[src/rtl/linkon_pkg.sv]
// Shared types and the power-class rule for the link-on wake generator.
package linkon_pkg;

    typedef logic [2:0] pwr_class_t;

    // Highest power class that still receives a power-up wake window.
    localparam pwr_class_t BOOT_CLASS_MAX = 3'd4;

    // True when the given class should receive the power-up window.
    function automatic logic class_wants_boot(input pwr_class_t cls);
        return cls <= BOOT_CLASS_MAX;
    endfunction

endpackage

[src/rtl/linkon_req_latch.sv]
// Wake request latch.
// Sets on a wake event seen while the link layer is asleep. Clears when the
// link layer is awake. A bus reset clears it unless an enabled interrupt is
// pending. Assumes pkt_hit and bus_reset are one-cycle strobes.
module linkon_req_latch (
    input  logic clk,
    input  logic rst_n,
    input  logic link_asleep,
    input  logic pkt_hit,
    input  logic irq_pend,
    input  logic irq_wake_en,
    input  logic bus_reset,
    output logic req
);

    logic irq_event;

    // An interrupt counts only when wake-up by interrupt is enabled.
    assign irq_event = irq_pend & irq_wake_en;

    // Request state: awake clears, bus reset overrides, events set.
    always_ff @(posedge clk) begin
        if (!rst_n) begin
            req <= 1'b0;
        end else if (!link_asleep) begin
            req <= 1'b0;
        end else if (bus_reset) begin
            req <= irq_event;
        end else if (pkt_hit || irq_event) begin
            req <= 1'b1;
        end
    end

    AST_REQ_CLR_AWAKE: assert property (@(posedge clk) disable iff (!rst_n)
        !link_asleep |=> !req);

    AST_REQ_NO_SPURIOUS: assert property (@(posedge clk) disable iff (!rst_n)
        (!req && !pkt_hit && !(irq_pend && irq_wake_en)) |=> !req);

    AST_REQ_BUSRST_CLR: assert property (@(posedge clk) disable iff (!rst_n)
        (bus_reset && !(irq_pend && irq_wake_en)) |=> !req);

    AST_REQ_SET_ON_PKT: assert property (@(posedge clk) disable iff (!rst_n)
        (link_asleep && pkt_hit && !bus_reset) |=> req);

endmodule

[src/rtl/linkon_pwrup_timer.sv]
// Power-up wake window.
// On the first cycle after reset, the window opens if the power class is low
// enough and the link layer is asleep. It then lasts PWRUP_CYC cycles, or
// less if the link layer wakes. Assumes PWRUP_CYC >= 1.
module linkon_pwrup_timer
    import linkon_pkg::*;
#(
    parameter int PWRUP_CYC = 41750
) (
    input  logic       clk,
    input  logic       rst_n,
    input  logic       link_asleep,
    input  pwr_class_t power_class,
    output logic       pwr_on
);

    localparam int CW = (PWRUP_CYC > 1) ? $clog2(PWRUP_CYC) : 1;
    localparam logic [CW-1:0] LOAD_VAL = CW'(PWRUP_CYC - 1);

    logic          boot;
    logic [CW-1:0] left_cnt;

    // Boot flag marks the single cycle right after reset release.
    always_ff @(posedge clk) begin
        if (!rst_n) begin
            boot <= 1'b1;
        end else begin
            boot <= 1'b0;
        end
    end

    // Window state and down-counter.
    always_ff @(posedge clk) begin
        if (!rst_n) begin
            pwr_on   <= 1'b0;
            left_cnt <= '0;
        end else if (boot) begin
            pwr_on   <= class_wants_boot(power_class) && link_asleep;
            left_cnt <= LOAD_VAL;
        end else if (pwr_on) begin
            if (!link_asleep || left_cnt == '0) begin
                pwr_on <= 1'b0;
            end else begin
                left_cnt <= left_cnt - 1'b1;
            end
        end
    end

    AST_PWR_CLASS_SKIP: assert property (@(posedge clk) disable iff (!rst_n)
        (boot && power_class > BOOT_CLASS_MAX) |=> !pwr_on);

    AST_PWR_NO_REARM: assert property (@(posedge clk) disable iff (!rst_n)
        (!boot && !pwr_on) |=> !pwr_on);

    AST_PWR_WINDOW_END: assert property (@(posedge clk) disable iff (!rst_n)
        (!boot && pwr_on && left_cnt == '0) |=> !pwr_on);

    AST_PWR_EARLY_END: assert property (@(posedge clk) disable iff (!rst_n)
        (!boot && !link_asleep) |=> !pwr_on);

endmodule

[src/rtl/linkon_sq_divider.sv]
// Square-wave divider.
// While enabled, the output is high for HALF_CYC cycles and then low for
// HALF_CYC cycles, starting on the high half. It is held low when disabled.
// Assumes HALF_CYC >= 1.
module linkon_sq_divider #(
    parameter int HALF_CYC = 8
) (
    input  logic clk,
    input  logic rst_n,
    input  logic en,
    output logic wave_out
);

    localparam int CW = (HALF_CYC > 1) ? $clog2(HALF_CYC) : 1;
    localparam logic [CW-1:0] LAST = CW'(HALF_CYC - 1);

    logic [CW-1:0] half_cnt;
    logic          phase;

    // Phase counter: cleared with phase high while idle, toggles each half.
    always_ff @(posedge clk) begin
        if (!rst_n || !en) begin
            half_cnt <= '0;
            phase    <= 1'b1;
        end else if (half_cnt == LAST) begin
            half_cnt <= '0;
            phase    <= ~phase;
        end else begin
            half_cnt <= half_cnt + 1'b1;
        end
    end

    // Output gated by the enable so idle is always low.
    assign wave_out = en & phase;

    AST_SQ_START_HIGH: assert property (@(posedge clk) disable iff (!rst_n)
        $rose(en) |-> wave_out);

    AST_SQ_CNT_RANGE: assert property (@(posedge clk) disable iff (!rst_n)
        half_cnt <= LAST);

    AST_SQ_TOGGLE: assert property (@(posedge clk) disable iff (!rst_n)
        (en && half_cnt == LAST) |=> (!en || phase != $past(phase)));

endmodule

[src/rtl/linkon_wake_gen.sv]
// Link-on wake generator (top).
// Decides whether the link layer is asleep, then combines the wake request
// latch and the power-up window. The square-wave divider runs whenever
// either of them is active. Assumes all inputs are synchronous to clk.
module linkon_wake_gen
    import linkon_pkg::*;
#(
    parameter int HALF_CYC  = 8,
    parameter int PWRUP_CYC = 41750
) (
    input  logic       clk,
    input  logic       rst_n,
    input  logic       lps_active,
    input  logic       link_ctrl,
    input  logic       pkt_hit,
    input  logic       irq_pend,
    input  logic       irq_wake_en,
    input  logic       bus_reset,
    input  logic [2:0] power_class,
    output logic       linkon_out
);

    logic link_asleep;
    logic req;
    logic pwr_on;
    logic wake_en;

    // Link layer asleep when the status is low or the control bit is clear.
    assign link_asleep = !lps_active || !link_ctrl;
    // Wave runs while either source wants the link layer awake.
    assign wake_en     = req | pwr_on;

    linkon_req_latch u_req (
        .clk        (clk),
        .rst_n      (rst_n),
        .link_asleep(link_asleep),
        .pkt_hit    (pkt_hit),
        .irq_pend   (irq_pend),
        .irq_wake_en(irq_wake_en),
        .bus_reset  (bus_reset),
        .req        (req)
    );

    linkon_pwrup_timer #(.PWRUP_CYC(PWRUP_CYC)) u_pwr (
        .clk        (clk),
        .rst_n      (rst_n),
        .link_asleep(link_asleep),
        .power_class(pwr_class_t'(power_class)),
        .pwr_on     (pwr_on)
    );

    linkon_sq_divider #(.HALF_CYC(HALF_CYC)) u_div (
        .clk     (clk),
        .rst_n   (rst_n),
        .en      (wake_en),
        .wave_out(linkon_out)
    );

    AST_OUT_QUIET: assert property (@(posedge clk) disable iff (!rst_n)
        (!req && !pwr_on) |-> !linkon_out);

    AST_AWAKE_SILENT: assert property (@(posedge clk) disable iff (!rst_n)
        (lps_active && link_ctrl) |=> !linkon_out);

endmodule

[config.mk]
export PLATFORM = sky130hd
export DESIGN_NAME = linkon_wake_gen
export DESIGN_NICKNAME = d
export VERILOG_FILES = /design/src/rtl/linkon_pkg.sv /design/src/rtl/linkon_req_latch.sv /design/src/rtl/linkon_pwrup_timer.sv /design/src/rtl/linkon_sq_divider.sv /design/src/rtl/linkon_wake_gen.sv
export SDC_FILE = /design/constraint.sdc
export NUM_CORES = 1
export LEC_CHECK = 0
export ABC_CLOCK_PERIOD_IN_PS = 5500
export BUFFER_PORTS_ARGS = -buffer_cell sky130_fd_sc_hd__buf_2
export CORE_UTILIZATION = 40
export DETAILED_ROUTE_END_ITERATION = 8
export PLACE_DENSITY = 0.65
export SLEW_MARGIN = 40
export SYNTH_ARGS = -nofsm -noshare
export SYNTH_HDL_FRONTEND = slang
export SYNTH_SLANG_ARGS = --single-unit
[constraint.sdc]
create_clock -name clk -period 5.5 [get_ports clk]
set_input_delay 0.275 -clock clk [delete_from_list [all_inputs] [get_ports clk]]
set_output_delay 0.275 -clock clk [all_outputs]
set_load 0.005 [all_outputs]
-- After elaboration in Yosys (flattened, before gate mapping)
Cells that the tools add are included.
- flip-flop bits (word level): 23
- bits in latches: 0
- bits in writable memories: 0
- bits in read-only memories: 0
- input bits: 11
- output and inout port bits: 1
- logic and storage cells: 45
- memories: 0
- add/sub/neg operators: 2
- multipliers: 0
- div/mod/pow operators: 0
- magnitude comparators: 1
- equal/unequal tests: 2
- shift-type cells: 0
- multiplexer cells: 9
- bitwise gates (word level): 6
- reductions and logical operators: 18
- operators with widths (kind ; count):
    2-to-1 mux 16 bit ; 3
    zero test 16 bit ; 1
    subtractor 16 x 1 -> 16 bit (second input constant) ; 1
    2-to-1 mux 1 bit ; 6
    AND reduction 2 bit ; 3
    zero test 1 bit ; 5
    logical OR 1 bit ; 4
    nonzero test 2 bit ; 2
    OR reduction 2 bit ; 2
    adder 3 x 1 -> 3 bit (second input constant) ; 1
    == test 3 bit (second input constant) ; 1
    <= comparator 3 bit (second input constant) ; 1
    inverter 1 bit ; 3
    bitwise AND 1 bit ; 2
    != test 2 x 1 -> 1 bit (second input constant) ; 1
    logical AND 1 bit ; 1
    OR 1 bit ; 1

-- Logic depth before layout (Yosys ltp)
Gate-level depths: netlist of the first run.
- depth in word-level cells: 7
- gate-level depth with buffers: 7
- depth with buffers taken out: 6

-- Modules after synthesis
From an unflattened synthesis of the first run, not the netlist that was laid out.
- cells, all modules: 120
- area, all modules: 1092.3 um^2
- by module, submodules not included (module ; instances ; cells an instance ; area each (um^2) ; seq. area each (um^2)):
    linkon_pwrup_timer ; 1 ; 100 ; 882.1 ; 360.3
    linkon_sq_divider ; 1 ; 13 ; 160.2 ; 80.1
    linkon_req_latch ; 1 ; 5 ; 40.0 ; 20.0
    linkon_wake_gen ; 1 ; 2 ; 10.0 ; 0.0

-- Worst setup path before layout of the first run
No wires, ideal clock.
- path type: reg2reg
- start point: register u_pwr.left_cnt[0]
- end point: register u_pwr.left_cnt[9]
- setup time: 120 ps
- data arrival time: 1686 ps
- required time: 5380 ps
- slack: 3694 ps
- cell stages (with the launch flop): 8
- path buffers: 1
- period minus slack after synthesis: 1806 ps
- cell sequence: dfxtp_1 inv_1 ha_1 nor3b_1 and4_1 buf_2 nor2_1 o31a_1
- cells in the longest elaborated chain, start to end: 4
- elaborated cells on any way between the ends: 8
- classes of those cells: add/sub (1); eq/ne (1); mux (3); reduce/logical (3)
- ends and longest elaborated chain (element ; line ; source):
    from (decl) ; linkon_pwrup_timer.sv:21 ; logic [CW-1:0] left_cnt;
    from (signal assigned) ; linkon_pwrup_timer.sv:44 ; left_cnt <= left_cnt - 1'b1;
    subtractor 16 x 1 -> 16 bit / zero test 16 bit (equally long branches) ; linkon_pwrup_timer.sv:44, linkon_pwrup_timer.sv:41 ;
    2-to-1 mux 16 bit / logical OR 1 bit (equally long branches) ; linkon_pwrup_timer.sv:41 ; if (!link_asleep || left_cnt == '0) begin
    2-to-1 mux 16 bit / != test 2 x 1 -> 1 bit (equally long branches) ; -- ;
    2-to-1 mux 16 bit / AND reduction 2 bit (equally long branches) ; -- ;
Parallel ways exist; a longest one is shown, timed or not. The select of a mux whose other input is x is not followed.
A chain may end at the register's enable or synchronous reset.

-- Worst setup path in the final report of the first run
- start point: register u_pwr.left_cnt[0]
- end point: register u_pwr.left_cnt[7]
- cells in the longest elaborated chain, start to end: 4
- elaborated cells on any way between the ends: 5
- classes of those cells: add/sub (1); bitwise (1); reduce/logical (3)
- ends and longest elaborated chain (element):
    parallel branches: the longest is 4 deep, another holds subtractor 16 x 1 -> 16 bit
Parallel ways; which one is timed is not known.

==> impl_metrics.ini, run 1 <==
[final_layout]
final_util_pct = 48.3
fin_area_sq_um = 1250
final_layout_size_suffix_gt1_share_pct = 12.3
syn_to_final_growth_pct = 9.66
final_nets = 162
num_antenna_cells = 0

[synth]
postSynthAreaPerCell_sq_um = 8.57
synth_commonest_cells = dfxtp_1, nor2_1, a21oi_1, nand2_1
ys_seq_area_share_pct = 40.4
synth_area_leaders = dfxtp_1, ha_1, a21oi_1, nor2_1, a31oi_1
synth_seq_cells = 23
synth-main-ff-cell = dfxtp_1
synth_edf_count = 0
yosys.area.top_type_share_pct = 40.4
syn-instance-count = 133
synthesis.nets = 148
synthArstFlopShare_pct = 0
yosysUniqueCellTypes = 38
synth.most_common_cell = dfxtp_1
synth_warnings = 0
yosys.area.top_type = dfxtp_1
synthesis.area_sq_um = 1140

[timing]
period_share_pct = 38.5
rsz0062_at_grt = no
drv_slew = 0
fmax_ghz = 0.472
setup_ws_ps = 3380
skew_ps = 2.14
setup_viol = 0
whs_ps = 191
hold_viol = 0
worst_pin_slew_ps = 581
relSlewSlack_pct = 60.9
min_period_ps = 2120
fin_setup_tns_ps = 0

[floorplanning]
die_h_microns = 55.4
start_util_pct = 44.0
die_x_microns = 55.4
rows = 18
coreArea_sq_um = 2590
io_pins = 12
die-area_sq_um = 3070

[worst_setup_path]
worstPathMaxFanout = 8
cp.arrival_ps = 2380
worstReg2RegEnd = u_pwr.left_cnt[7]
slowest_stage = nor3b_1
crit_end = u_pwr.left_cnt[7]
r2r-start = u_pwr.left_cnt[0]
start_kind = flop
crit_type = reg2reg
crit_required_ps = 5760
cp_top_family = simple AND/OR/NAND/NOR gates
path_buf_inv = 1
endpoint_kind = flop
critical_path.max_stage_delay_ps = 450
worstSetupPathDepth = 6
cp-startpoint = u_pwr.left_cnt[0]
ff2ff_path_depth = 6
rrSetupSlack_ps = 3380
cp_cell_sequence = inv_1, ha_1, nor3b_1, nand4_1, a311oi_1, a41o_1

[placement]
portBuffers = 11
pre_cts_ws_ps = 3460
gp_congestion = 0.840
dpl-instance-area_sq_um = 1220
dp.final_hpwl_microns = 1920

[clock_network]
cts_setup_buffers = 0
cts.reportedPaths.clkPinSlew_ps = 120
worstSkewPairLatency_ps = 310
cts_made_buffers = 3
postCtsResizedCells = 0
cts_tree = done
numClockSinks = 23
clock_path_buffers = 2
hold_buffers = 0
cts_max_level = 1
clockRootBuffer = clkbuf_4

[routing]
firstDrtPassIters = 4
drc = 0
vias_per_cell = 5.93
drtAntennaViolNets = 0
wl_microns = 2550
wl_per_cell_microns = 14.5
drt_iter0_markers = 24
vias = 1043

[global_route]
overflow = 0
grt_max_degree = 15
grt_pass1_vias = 969
antenna_found_initial = 0
grtUsageTotal_pct = 17.7
grt_pass1_wl_microns = 4380

[pwr]
power_density_nw_per_um2 = 241
p_leak_nw = 0.489
ir_drop_v = 0.000225

[status]
status = finished, final reports clean

[run]
cap_violations = 0

[min_path]
worstHoldPathType = in2reg
## sequential cells by signal (all words and copies together) (netlist names)
register and flops:
u_div.half_cnt 3, u_pwr.pwr_on 1, u_div.phase 1, u_pwr.boot 1, u_req.req 1, u_pwr.left_cnt 16
## report_power, final
group          total [mW]  switching (mW)  internal, mW
registers           0.180         0.00696         0.173
clock network      0.0789          0.0506        0.0283
logic              0.0422          0.0250        0.0172
total               0.301          0.0825         0.219
## how the worst min path moves through the flow
stage / startpoint / end / slack [ps] / depth (start not counted)
3_3_place_gp: u_div.half_cnt[0] / u_div.half_cnt[0] / 410 / 1
6_report: irq_wake_en / u_req.req / 190 / 3
3_5_place_dp: u_div.half_cnt[0] / u_div.half_cnt[0] / 420 / 1
5_1_grt: irq_pend / u_req.req / 180 / 3
2_1_floorplan: rst_n / u_pwr.left_cnt[9] / 400 / 1
4_1_cts: irq_wake_en / u_req.req / 180 / 3
## cells by family after synthesis
family                     synth area share (%)
and+or+nand+nor                            26.6
AOI/OAI and AO/OA                          24.8
DFF                                        40.4
buffers and inverters                      3.07
adders and majority gates                  4.39
xor gates and xnor gates                  0.769
## per-layer routing
metal	global-route usage [%]	vias up	routed length (microns)
met5	0	-	0
met4	6.43	0	29
met3	4.92	4	63
met2	27.0	13	1130
met1	23.8	483	1330
li1	-	543	-
## worst reg2reg max path: cells and delay by family, from the launching register on
family	cells	cell delay (ps)
buf+inv	1	120
compound gates	2	530
fa+ha+maj	1	180
flops	1	350
simple gates	2	890
## cell usage in the layout, fill, tap and decap left out, types with 4 or more instances in the layout
| cell type | netlist | final |
|---|---|---|
| nor4_1 | 4 | 4 |
| or4_1 | 4 | 4 |
| nand2_1 | 9 | 9 |
| inv_1 | 6 | 6 |
| dfxtp_1 | 23 | 23 |
| ha_1 | 4 | 4 |
| a21oi_1 | 9 | 9 |
| nor2_1 | 12 | 12 |
| nand4_1 | 4 | 4 |
| buf_2 | 1 | 11 |
| a31oi_1 | 6 | 6 |
| o21ai_0 | 6 | 6 |
| o31ai_1 | 4 | 4 |
## area by class of cell
class / instances / area, sq um
Fill cell: 255 / 1340
Multi-Input combinational cell: 101 / 644
Sequential cell: 23 / 460
Timing Repair Buffer: 11 / 55.1
Tap cell: 30 / 37.5
Clock buffer: 4 / 26.3
Inverter: 7 / 26.3
## per-stage QoR
step                      cells  total power [mW]
final                       176             0.301
after global routing        176             0.318
after CTS                   176             0.304
after detailed placement    172             0.225
after global placement      172             0.224
after floorplan             133             0.212
Power figures use the tool's default switching activity.
==> inputs of run 2 (changes only) <==
ABC_AREA = 1   (was unset)
ABC_CLOCK_PERIOD_IN_PS = 1700   (was 5500)
PLACE_DENSITY = 0.67   (was 0.65)
clock period = 1.7 ns   (was 5.5 ns; I/O delays follow)
==> run 2 against run 1 <==
  * Clock skew rose by 1.5 ps
  * Non-clock buffer count rose by 7
  * Final area rose by 18%
  * Via count rose by 19%
  * Combinational power rose to 5.9 times the previous value
  * Maximum frequency rose by 37%
  * Synthesized cell count rose by 54%
  * Power rose to 3.7 times the previous value
  * Worst hold slack got worse by 170 ps
  * Largest power group unchanged
  * Clock power rose to 3.4 times the previous value
  * Setup slack got worse by 3200 ps
  * Critical path depth rose by 3
==> impl_metrics.ini, run 2 <==
[synth]
synthesis.area_sq_um = 1300
ys_seq_area_share_pct = 35.4
yosysUniqueCellTypes = 23
yosys.area.top_type = dfxtp_1
synth_edf_count = 0
yosys.area.top_type_share_pct = 35.4
synthesis.nets = 220
synth_area_leaders = dfxtp_1, nand2_1, inv_1, nor2_1, nand3_1
postSynthAreaPerCell_sq_um = 6.35
synth_seq_cells = 23
syn-instance-count = 205
synth-main-ff-cell = dfxtp_1
synth_warnings = 0
synthArstFlopShare_pct = 0
synth.most_common_cell = nand2_1
synth_commonest_cells = nand2_1, inv_1, nor2_1

[timing]
hold_viol = 0
period_share_pct = 90.8
fin_setup_tns_ps = 0
drv_slew = 0
fmax_ghz = 0.648
rsz0062_at_grt = no
skew_ps = 3.65
min_period_ps = 1540
setup_viol = 0
relSlewSlack_pct = 83.7
worst_pin_slew_ps = 242

[routing]
vias = 1238
drt_iter0_markers = 36
wl_microns = 2780
firstDrtPassIters = 4
drtAntennaViolNets = 0
drc = 0
wl_per_cell_microns = 10.5
vias_per_cell = 4.65

[final_layout]
num_antenna_cells = 0
top_regs = u_pwr.left_cnt: 16 flops, u_div.half_cnt: 3 flops
largest-register = u_pwr.left_cnt
fin_area_sq_um = 1470
final_nets = 238
final_cell_mix = nand2_1, inv_1, nor2_1, dfxtp_1, nand3_1
final_common_cell = nand2_1
instances_no_fill = 266
syn_to_final_growth_pct = 13.0
final_util_pct = 47.8
largest_reg_flops = 16
final_layout_size_suffix_gt1_share_pct = 11.3

[floorplanning]
die-area_sq_um = 3490
rows = 20
die_h_microns = 59.0
io_pins = 12
die_x_microns = 59.0
coreArea_sq_um = 3080
start_util_pct = 42.3

[worst_setup_path]
endpoint_kind = flop
cp_top_family = simple AND/OR/NAND/NOR gates
cp.arrival_ps = 1770
crit_type = reg2reg
cp_cell_sequence = inv_1, ha_1, nand3_1, nor2_1, nand2_1, nand2_2, inv_4, o21ai_0, a21oi_1
slowest_stage = dfxtp_1
path_buf_inv = 2
start_kind = flop
worstPathMaxFanout = 12
crit_required_ps = 1930
critical_path.max_stage_delay_ps = 350

[global_route]
grt_pass1_vias = 1141
antenna_found_initial = 0
grt_pass1_wl_microns = 4730
grtUsageTotal_pct = 18.1
grt_max_degree = 15
overflow = 0

[pwr]
total_power_mw = 1.10
p_leak_nw = 0.714
power_density_nw_per_um2 = 749
ir_drop_v = 0.000510

[clock_network]
cts.reportedPaths.clkPinSlew_ps = 130
cts_made_buffers = 3
cts_setup_buffers = 0
numClockSinks = 23
clockRootBuffer = clkbuf_4
cts_max_level = 1
worstSkewPairLatency_ps = 320
cts_tree = done
clock_path_buffers = 2

[placement]
dpl-instance-area_sq_um = 1410
gp_congestion = 0.889
dp.final_hpwl_microns = 2210
portBuffers = 11
dp.cells = 259

[run]
cap_violations = 0

[status]
status = finished, final reports clean

[min_path]
worstHoldPathType = in2reg
## run 2: changes by cell type after synthesis, sizes merged, moves of 6 or more
cell | before | now
nand2 | 9 | 58
inv | 6 | 33
nor2 | 12 | 32
nand3 | 3 | 19
or4 | 6 | 0
## run 2: cell families (layout without fill, tap and decap cells)
kind of cell    after synthesis  in the layout  share of synthesized area, %
xor+xnor                      3              3                          2.02
fa+ha+maj                     4              4                          3.85
compound gates               17             17                          7.40
buf+inv                      39             56                          12.4
simple gates                119            119                          38.9
flops                        23             23                          35.4
## run 2: power by group
part,switching [mW],internal [mW]
Clock,0.181,0.0901
Sequential,0.0178,0.565
Combinational,0.155,0.0920
Total,0.353,0.747
## run 2: path summary, 6_finish.rpt
kind / start / to / slack, ps / depth (start not counted)
worst max register to register: u_pwr.left_cnt[0] / u_pwr.left_cnt[1] / 160 / 9
worst min-delay path: pkt_hit / u_req.req / 20 / 3
worst min register to register: u_div.half_cnt[0] / u_div.half_cnt[0] / 430 / 1
worst max-delay path: u_pwr.left_cnt[0] / u_pwr.left_cnt[1] / 160 / 9
## run 2: final cells by class
class,instances,area (sq um)
well taps,44,55.1
fillers,345,1610
clock inverters,1,7.51
clock buffers,3,22.5
multi-input cells,143,679
repair buffers,18,115
inverters,34,130
flip-flops and latches,23,460
## run 2: stage by stage
stage,hold slack [ps],setup WS [ps]
detailed placement,353,174
finish,17.4,157
global route,12.0,1.08
global placement,345,231
floorplan,221,351
CTS,7.66,142
## run 2: routing by layer
metal  wire [microns]  track usage, %  share of wire [%]
met1             1280            21.4                 46
met2             1340            31.5                 48
met3              120            4.59                4.3
met4               43            6.80                1.5
met5                0               0                  0
## run 2: worst reg2reg max path: stages (launching register included)
cell	delay [ps]
dfxtp_1	350
inv_1	110
ha_1	180
nand3_1	80
nor2_1	120
nand2_1	90
nand2_2	200
inv_4	100
o21ai_0	170
a21oi_1	60
## run 2: repair_timing
action                     in CTS  in global routing
setup endpoints to repair       0                  6
gates resized for setup         0                  1
hold buffers                    2                  1
hold endpoints to repair        1                  1
